## config.mk

```make
export PLATFORM = sky130hd
export DESIGN_NAME = page_desc_resolver
export DESIGN_NICKNAME = d
export VERILOG_FILES = /design/src/rtl/pdr_pkg.sv /design/src/rtl/pdr_index_gen.sv /design/src/rtl/pdr_entry_eval.sv /design/src/rtl/page_desc_resolver.sv
export SDC_FILE = /design/constraint.sdc
export NUM_CORES = 1
export LEC_CHECK = 0
export ABC_AREA = 1
export BUFFER_PORTS_ARGS = -buffer_cell sky130_fd_sc_hd__buf_2
export CAP_MARGIN = 20
export CORE_ASPECT_RATIO = 0.5
export CORE_MARGIN = 2
export CORE_UTILIZATION = 54
export DETAILED_ROUTE_END_ITERATION = 12
export PLACE_DENSITY = 0.83
export SYNTH_ARGS = -nofsm -noshare
export SYNTH_HDL_FRONTEND = slang
export SYNTH_HIERARCHICAL = 1
export SYNTH_SLANG_ARGS = --single-unit
```

## constraint.sdc

```tcl
create_clock -name clk -period 3.5 [get_ports clk]
set_input_delay 0 -clock clk [delete_from_list [all_inputs] [get_ports clk]]
set_output_delay 0 -clock clk [all_outputs]
set_load 0.03 [all_outputs]
```

## src/rtl/pdr_pkg.sv

```systemverilog
package pdr_pkg;
  typedef enum logic [1:0] {
    S_IDLE  = 2'd0,
    S_FETCH = 2'd1,
    S_WAIT  = 2'd2
  } pdr_state_e;

  typedef enum logic [1:0] {
    DT_INVALID  = 2'd0,
    DT_PAGE     = 2'd1,
    DT_INDIRECT = 2'd2,
    DT_PAGE_ALT = 2'd3
  } pdr_dtype_e;

  localparam int VALID_BIT = 1;
  localparam int WPROT_BIT = 2;
endpackage

```

## src/rtl/pdr_index_gen.sv

```systemverilog
module pdr_index_gen #(
  parameter int AW        = 32,
  parameter int IDX_TOP   = 17,
  parameter int SMALL_OFF = 12
) (
  input  logic [AW-1:0] logical,
  input  logic [AW-1:0] pointer,
  input  logic          large_page,
  output logic [AW-1:0] entry_addr
);
  localparam int LARGE_OFF   = SMALL_OFF + 1;
  localparam int SMALL_IDX_W = IDX_TOP - SMALL_OFF + 1;
  localparam int LARGE_IDX_W = IDX_TOP - LARGE_OFF + 1;
  localparam int SMALL_CLR   = SMALL_IDX_W + 2;
  localparam int LARGE_CLR   = LARGE_IDX_W + 2;
  localparam logic [AW-1:0] SMALL_KEEP = {AW{1'b1}} << SMALL_CLR;
  localparam logic [AW-1:0] LARGE_KEEP = {AW{1'b1}} << LARGE_CLR;

  logic [AW-1:0] small_addr, large_addr;

  always_comb begin
    small_addr = (pointer & SMALL_KEEP) + (AW'(logical[IDX_TOP:SMALL_OFF]) << 2);
    large_addr = (pointer & LARGE_KEEP) + (AW'(logical[IDX_TOP:LARGE_OFF]) << 2);
    entry_addr = large_page ? large_addr : small_addr;
  end
endmodule

```

## src/rtl/pdr_entry_eval.sv

```systemverilog
module pdr_entry_eval
  import pdr_pkg::*;
#(
  parameter int AW        = 32,
  parameter int SMALL_OFF = 12
) (
  input  logic [AW-1:0] entry,
  input  logic [AW-1:0] logical,
  input  logic          large_page,
  output pdr_dtype_e    dtype,
  output logic [AW-1:0] link_addr,
  output logic [AW-1:0] phys
);
  localparam logic [AW-1:0] SMALL_MASK = (AW'(1) << SMALL_OFF) - AW'(1);
  localparam logic [AW-1:0] LARGE_MASK = (AW'(1) << (SMALL_OFF + 1)) - AW'(1);

  logic [AW-1:0] off_mask;

  always_comb begin
    off_mask  = large_page ? LARGE_MASK : SMALL_MASK;
    dtype     = pdr_dtype_e'(entry[1:0]);
    link_addr = {entry[AW-1:2], 2'b00};
    phys      = (entry & ~off_mask) | (logical & off_mask);
  end
endmodule

```

## src/rtl/page_desc_resolver.sv

```systemverilog
module page_desc_resolver
  import pdr_pkg::*;
#(
  parameter int AW        = 32,
  parameter int IDX_TOP   = 17,
  parameter int SMALL_OFF = 12,
  parameter int MAX_HOPS  = 4
) (
  input  logic          clk,
  input  logic          rst_n,
  input  logic          start,
  input  logic [AW-1:0] logical_addr,
  input  logic [AW-1:0] ptr_entry,
  input  logic [AW-1:0] root_entry,
  input  logic          large_page,
  input  logic          is_write,
  input  logic          test_only,
  output logic          mem_req_valid,
  input  logic          mem_req_ready,
  output logic [AW-1:0] mem_req_addr,
  input  logic          mem_rsp_valid,
  input  logic [AW-1:0] mem_rsp_data,
  output logic [AW-1:0] phys_addr,
  output logic          bus_err,
  output logic          done,
  output logic [AW-1:0] last_pe_addr
);
  localparam int HOP_W = $clog2(MAX_HOPS + 1);

  pdr_state_e    state;
  logic [AW-1:0] lat_logical;
  logic          lat_large;
  logic          lat_test;
  logic [AW-1:0] req_addr;
  logic [HOP_W-1:0] hops;
  logic [AW-1:0] phys_q;
  logic          err_q;
  logic          done_q;
  logic [AW-1:0] last_q;

  logic [AW-1:0] first_addr;
  pdr_dtype_e    rsp_type;
  logic [AW-1:0] rsp_link;
  logic [AW-1:0] rsp_phys;
  logic          wp_fault;
  logic          ptr_fault;
  logic          hop_limit;

  pdr_index_gen #(
    .AW(AW), .IDX_TOP(IDX_TOP), .SMALL_OFF(SMALL_OFF)
  ) u_index (
    .logical    (logical_addr),
    .pointer    (ptr_entry),
    .large_page (large_page),
    .entry_addr (first_addr)
  );

  pdr_entry_eval #(
    .AW(AW), .SMALL_OFF(SMALL_OFF)
  ) u_eval (
    .entry      (mem_rsp_data),
    .logical    (lat_logical),
    .large_page (lat_large),
    .dtype      (rsp_type),
    .link_addr  (rsp_link),
    .phys       (rsp_phys)
  );

  always_comb begin
    wp_fault  = (root_entry[WPROT_BIT] | ptr_entry[WPROT_BIT]) & is_write & ~test_only;
    ptr_fault = ~ptr_entry[VALID_BIT] & ~test_only;
    hop_limit = (hops == HOP_W'(MAX_HOPS));
  end

  always_ff @(posedge clk or negedge rst_n) begin
    if (!rst_n) begin
      state       <= S_IDLE;
      lat_logical <= '0;
      lat_large   <= 1'b0;
      lat_test    <= 1'b0;
      req_addr    <= '0;
      hops        <= '0;
      phys_q      <= '0;
      err_q       <= 1'b0;
      done_q      <= 1'b0;
      last_q      <= '0;
    end else begin
      done_q <= 1'b0;
      unique case (state)
        S_IDLE: begin
          if (start) begin
            lat_logical <= logical_addr;
            lat_large   <= large_page;
            lat_test    <= test_only;
            hops        <= '0;
            if (wp_fault || ptr_fault) begin
              phys_q <= logical_addr;
              err_q  <= 1'b1;
              done_q <= 1'b1;
            end else begin
              req_addr <= first_addr;
              last_q   <= first_addr;
              state    <= S_FETCH;
            end
          end
        end
        S_FETCH: begin
          if (mem_req_ready) state <= S_WAIT;
        end
        S_WAIT: begin
          if (mem_rsp_valid) begin
            unique case (rsp_type)
              DT_INDIRECT: begin
                if (hop_limit) begin
                  phys_q <= lat_logical;
                  err_q  <= 1'b1;
                  done_q <= 1'b1;
                  state  <= S_IDLE;
                end else begin
                  hops     <= hops + HOP_W'(1);
                  req_addr <= rsp_link;
                  last_q   <= rsp_link;
                  state    <= S_FETCH;
                end
              end
              DT_INVALID: begin
                phys_q <= lat_logical;
                err_q  <= ~lat_test;
                done_q <= 1'b1;
                state  <= S_IDLE;
              end
              default: begin
                phys_q <= rsp_phys;
                err_q  <= 1'b0;
                done_q <= 1'b1;
                state  <= S_IDLE;
              end
            endcase
          end
        end
        default: state <= S_IDLE;
      endcase
    end
  end

  assign mem_req_valid = (state == S_FETCH);
  assign mem_req_addr  = req_addr;
  assign phys_addr     = phys_q;
  assign bus_err       = err_q;
  assign done          = done_q;
  assign last_pe_addr  = last_q;

  // Request held steady under back-pressure
  assert_req_hold_R11: assert property (@(posedge clk) disable iff (!rst_n)
    mem_req_valid && !mem_req_ready |=> mem_req_valid && $stable(mem_req_addr));

  assert_req_aligned_R11: assert property (@(posedge clk) disable iff (!rst_n)
    mem_req_valid |-> mem_req_addr[1:0] == 2'b00);

  assert_done_pulse_R10: assert property (@(posedge clk) disable iff (!rst_n)
    done |=> !done);

  assert_err_logical_R10: assert property (@(posedge clk) disable iff (!rst_n)
    done && bus_err |-> phys_addr == lat_logical);

  assert_hop_cap_R6: assert property (@(posedge clk) disable iff (!rst_n)
    (state == S_WAIT) && mem_rsp_valid && (rsp_type == DT_INDIRECT) && hop_limit
      |=> done && bus_err);

  assert_busy_start_R12: assert property (@(posedge clk) disable iff (!rst_n)
    (state != S_IDLE) && start |=> $stable(lat_logical));
endmodule

```

==> results.py <==
metrics = {
    "layout": {
        "nets": 1079,
        "diodes": 0,
        "final_util": 0.629,
        "fill_cells": 978,
        "drive_above_1_share": 0.283,
        "syn_to_final_growth_pct": 14.5,
        "final_cell_mix": "nand2_1 (291), buf_2 (197), dfrtp_1 (105)",
        "fin_cells": 1111,
        "final_common_cell": "nand2_1",
    },
    "global_routing": {
        "grt_start_max_net_pins": 57,
        "grt_pass1_vias": 5351,
        "grt_usage": 0.255,
        "grt-ovfl-total": 0,
        "grt_pass1_wl_um": 25700,
        "antenna_found_initial": 0,
    },
    "worst_setup_path": {
        "slowest_delay_ns": 0.49,
        "r2r_slack_ns": 1.05,
        "crit_slowest_cell": "dfrtp_1",
        "crit_chain": "nor2_4, nand2_2, nor2_1, nand2_1, buf_4, nand2_2, nand2_1, nand2_1",
        "start_kind": "flop",
        "arrival_ns": 2.67,
        "path_common_cell": "nand2_1",
        "criticalPathCategory": "flop to flop",
        "cp_max_fo": 34,
        "end_kind": "flop",
        "cp_data_required_time_ns": 3.73,
    },
    "clock_network": {
        "clkTransAtPathRegs_ns": 0.08,
        "cts_tree": "done",
        "cts-resized-gates": 0,
        "clockBufferDepth": 2,
        "numClockSinks": 105,
        "insertion_delay_ns": 0.35,
        "cts_buffers": 9,
        "cts-root-buf": "clkbuf_16",
        "h-tree-depth": 3,
    },
    "placement": {
        "dp_hpwl_um": 10600,
        "port_buffers": 198,
        "gp_congestion": 0.908,
        "dp.cells": 1040,
        "dpl_worst_slack_ns": 1.06,
    },
    "sta": {
        "hold_viol": 0,
        "finClkSkew_ns": 0.0119,
        "layout_setup_ws_ns": 1.05,
        "final.min_clock_period_ns": 2.45,
        "grt_setup_unrepaired": "no",
        "maxSlewViolCount": 0,
        "tns_ns": 0,
        "setup_viol_count_final": 0,
        "relSlewSlack": 0.336,
        "tightest_slew_ns": 0.995,
        "whs_ns": 0.0128,
        "max_freq_mhz": 408,
        "finalCritPeriodShare": 0.700,
    },
    "drt": {
        "drt_iter0_drc": 488,
        "wl_met2_um": 7770,
        "dr.pass1.iters": 5,
        "wl_met3_um": 1140,
        "drc": 0,
        "wl_per_cell_um": 14.8,
        "viasPerCell": 5.10,
        "routed.top_layer": "met4",
        "routed_wl_um": 16500,
        "drt-met1-wl_um": 7180,
        "vias": 5661,
        "ant_nets": 0,
    },
    "floorplanning": {
        "die-area_um2": 12900,
        "core_um2": 11700,
        "rows": 28,
        "io_pins": 235,
        "die_w_um": 159,
        "floorplan.initialDensity": 0.549,
        "dieHeight_um": 81.3,
    },
    "yosys": {
        "ys_ff_latch": 105,
        "ys_warn_count": 6,
        "synth_top_family_by_area": "simple AND/OR/NAND/NOR gates",
        "synth-xor-area-share": 0.00136,
        "synth_area_um2": 6450,
        "synth_fa_ha_area_frac": 0.00388,
        "syn_area_per_cell_um2": 7.73,
        "synth_seq_area_share": 0.408,
        "synth-simple-area-share": 0.278,
        "synth.area.mux_share": 0.00175,
        "synth_compound_area_frac": 0.0899,
        "synth_cell_types": 28,
        "syn_inst": 834,
    },
    "power_and_ir_drop": {
        "p_leak_nw": 4.10,
        "ir_worst_vdd_mv": 0.429,
        "powerDensity_nw_per_um2": 891,
    },
    "hold_path": {
        "min-delay-path-class": "input port to flop",
    },
    "flow_run": {
        "drv_cap": 0,
    },
    "status": {
        "status": "completed",
    },
}
-- where the power goes --
| part | internal, mW | switching [mW] |
|---|---|---|
| combinational | 0.978 | 2.38 |
| clock | 0.578 | 0.495 |
| sequential | 1.78 | 0.374 |
| total | 3.33 | 3.24 |
-- through the flow --
stage	total power, mW	instance area, um2
floorplan	4.99	6450
global placement	5.34	6510
detailed placement	5.44	6510
CTS	6.59	7380
global route	7.03	7380
finish	6.58	7380
-- routing by layer --
metal	GRT usage	vias up
met5	0	-
met2	0.426	277
met3	0.0614	40
met4	0.0919	0
li1	-	2731
met1	0.327	2613
-- critical path: cells and delay by family (launching register included) --
kind                   cells  cell delay [ns]
buffers and inverters      1             0.36
DFF                        1             0.49
and+or+nand+nor            7             1.46
-- synth_stat cells --
master      n  area (um2)
o21bai_2    1        11.3
o31ai_1     1        7.51
o22ai_1    32         200
inv_1      42         158
o211ai_1    1        7.51
buf_2      18        90.1
o21ai_0    45         225
conb_1      2        7.51
xor2_1      1        8.76
o21ai_2     2        17.5
dfrtp_1   105        2630
nand2_4     1        11.3
nand2_1   291        1090
nor2_1     34         128
ha_1        2        25.0
mux2_2      1        11.3
nand2_2     4        25.0
inv_2       4        15.0
buf_4     135        1010
buf_8       1        15.0
nand3_1    43         215
nand4_1     1        6.26
buf_12      3        60.1
nor2_4      2        22.5
nand3_2    27         270
nor2_8      1        20.0
clkbuf_1   12        45.0
o21ai_1    22         110
-- final timing paths --
path                       cells after the start       startpoint          endpoint
setup / recovery                               8         state[1]     phys_addr[16]
hold / removal                                 5    ptr_entry[12]  last_pe_addr[12]
setup reg to reg                               8         state[1]     phys_addr[16]
hold reg to reg                                2  lat_logical[21]   lat_logical[21]
max in group asynchronous                      3            rst_n      phys_addr[5]
min in group asynchronous                      2            rst_n  last_pe_addr[27]
-- repair_timing --
action                                 CTS  global route
buffers inserted                         0             0
hold buffers                            55             0
setup endpoints to repair                0             0
endpoints found under the hold margin   96             0
-- cell families (layout without fill, tap and decap cells) --
kind of cell | count (synthesis) | in the layout
other cells | 2 | 4
flops | 105 | 105
compound gates | 104 | 104
xor+xnor | 1 | 1
fa+ha+maj | 2 | 2
buf+inv | 215 | 325
simple gates | 404 | 404
mux | 1 | 1
-- sequential cells by signal (all words and copies together), names as in the netlist --
signal / flops
phys_addr: 32
lat_logical: 32
bus_err: 1
state: 2
hops: 3
last_pe_addr: 32
lat_large: 1
done: 1
lat_test: 1
-- cell type report --
class | count | area [um2] | share of cell area
Sequential cell | 105 | 2630 | 0.356
Multi-Input combinational cell | 516 | 2430 | 0.330
Timing Repair Buffer | 263 | 1620 | 0.219
Clock buffer | 9 | 225 | 0.0305
Tap cell | 165 | 206 | 0.0280
Inverter | 46 | 173 | 0.0234
Clock inverter | 7 | 95.1 | 0.0129
Power figures use the tool's default switching activity.
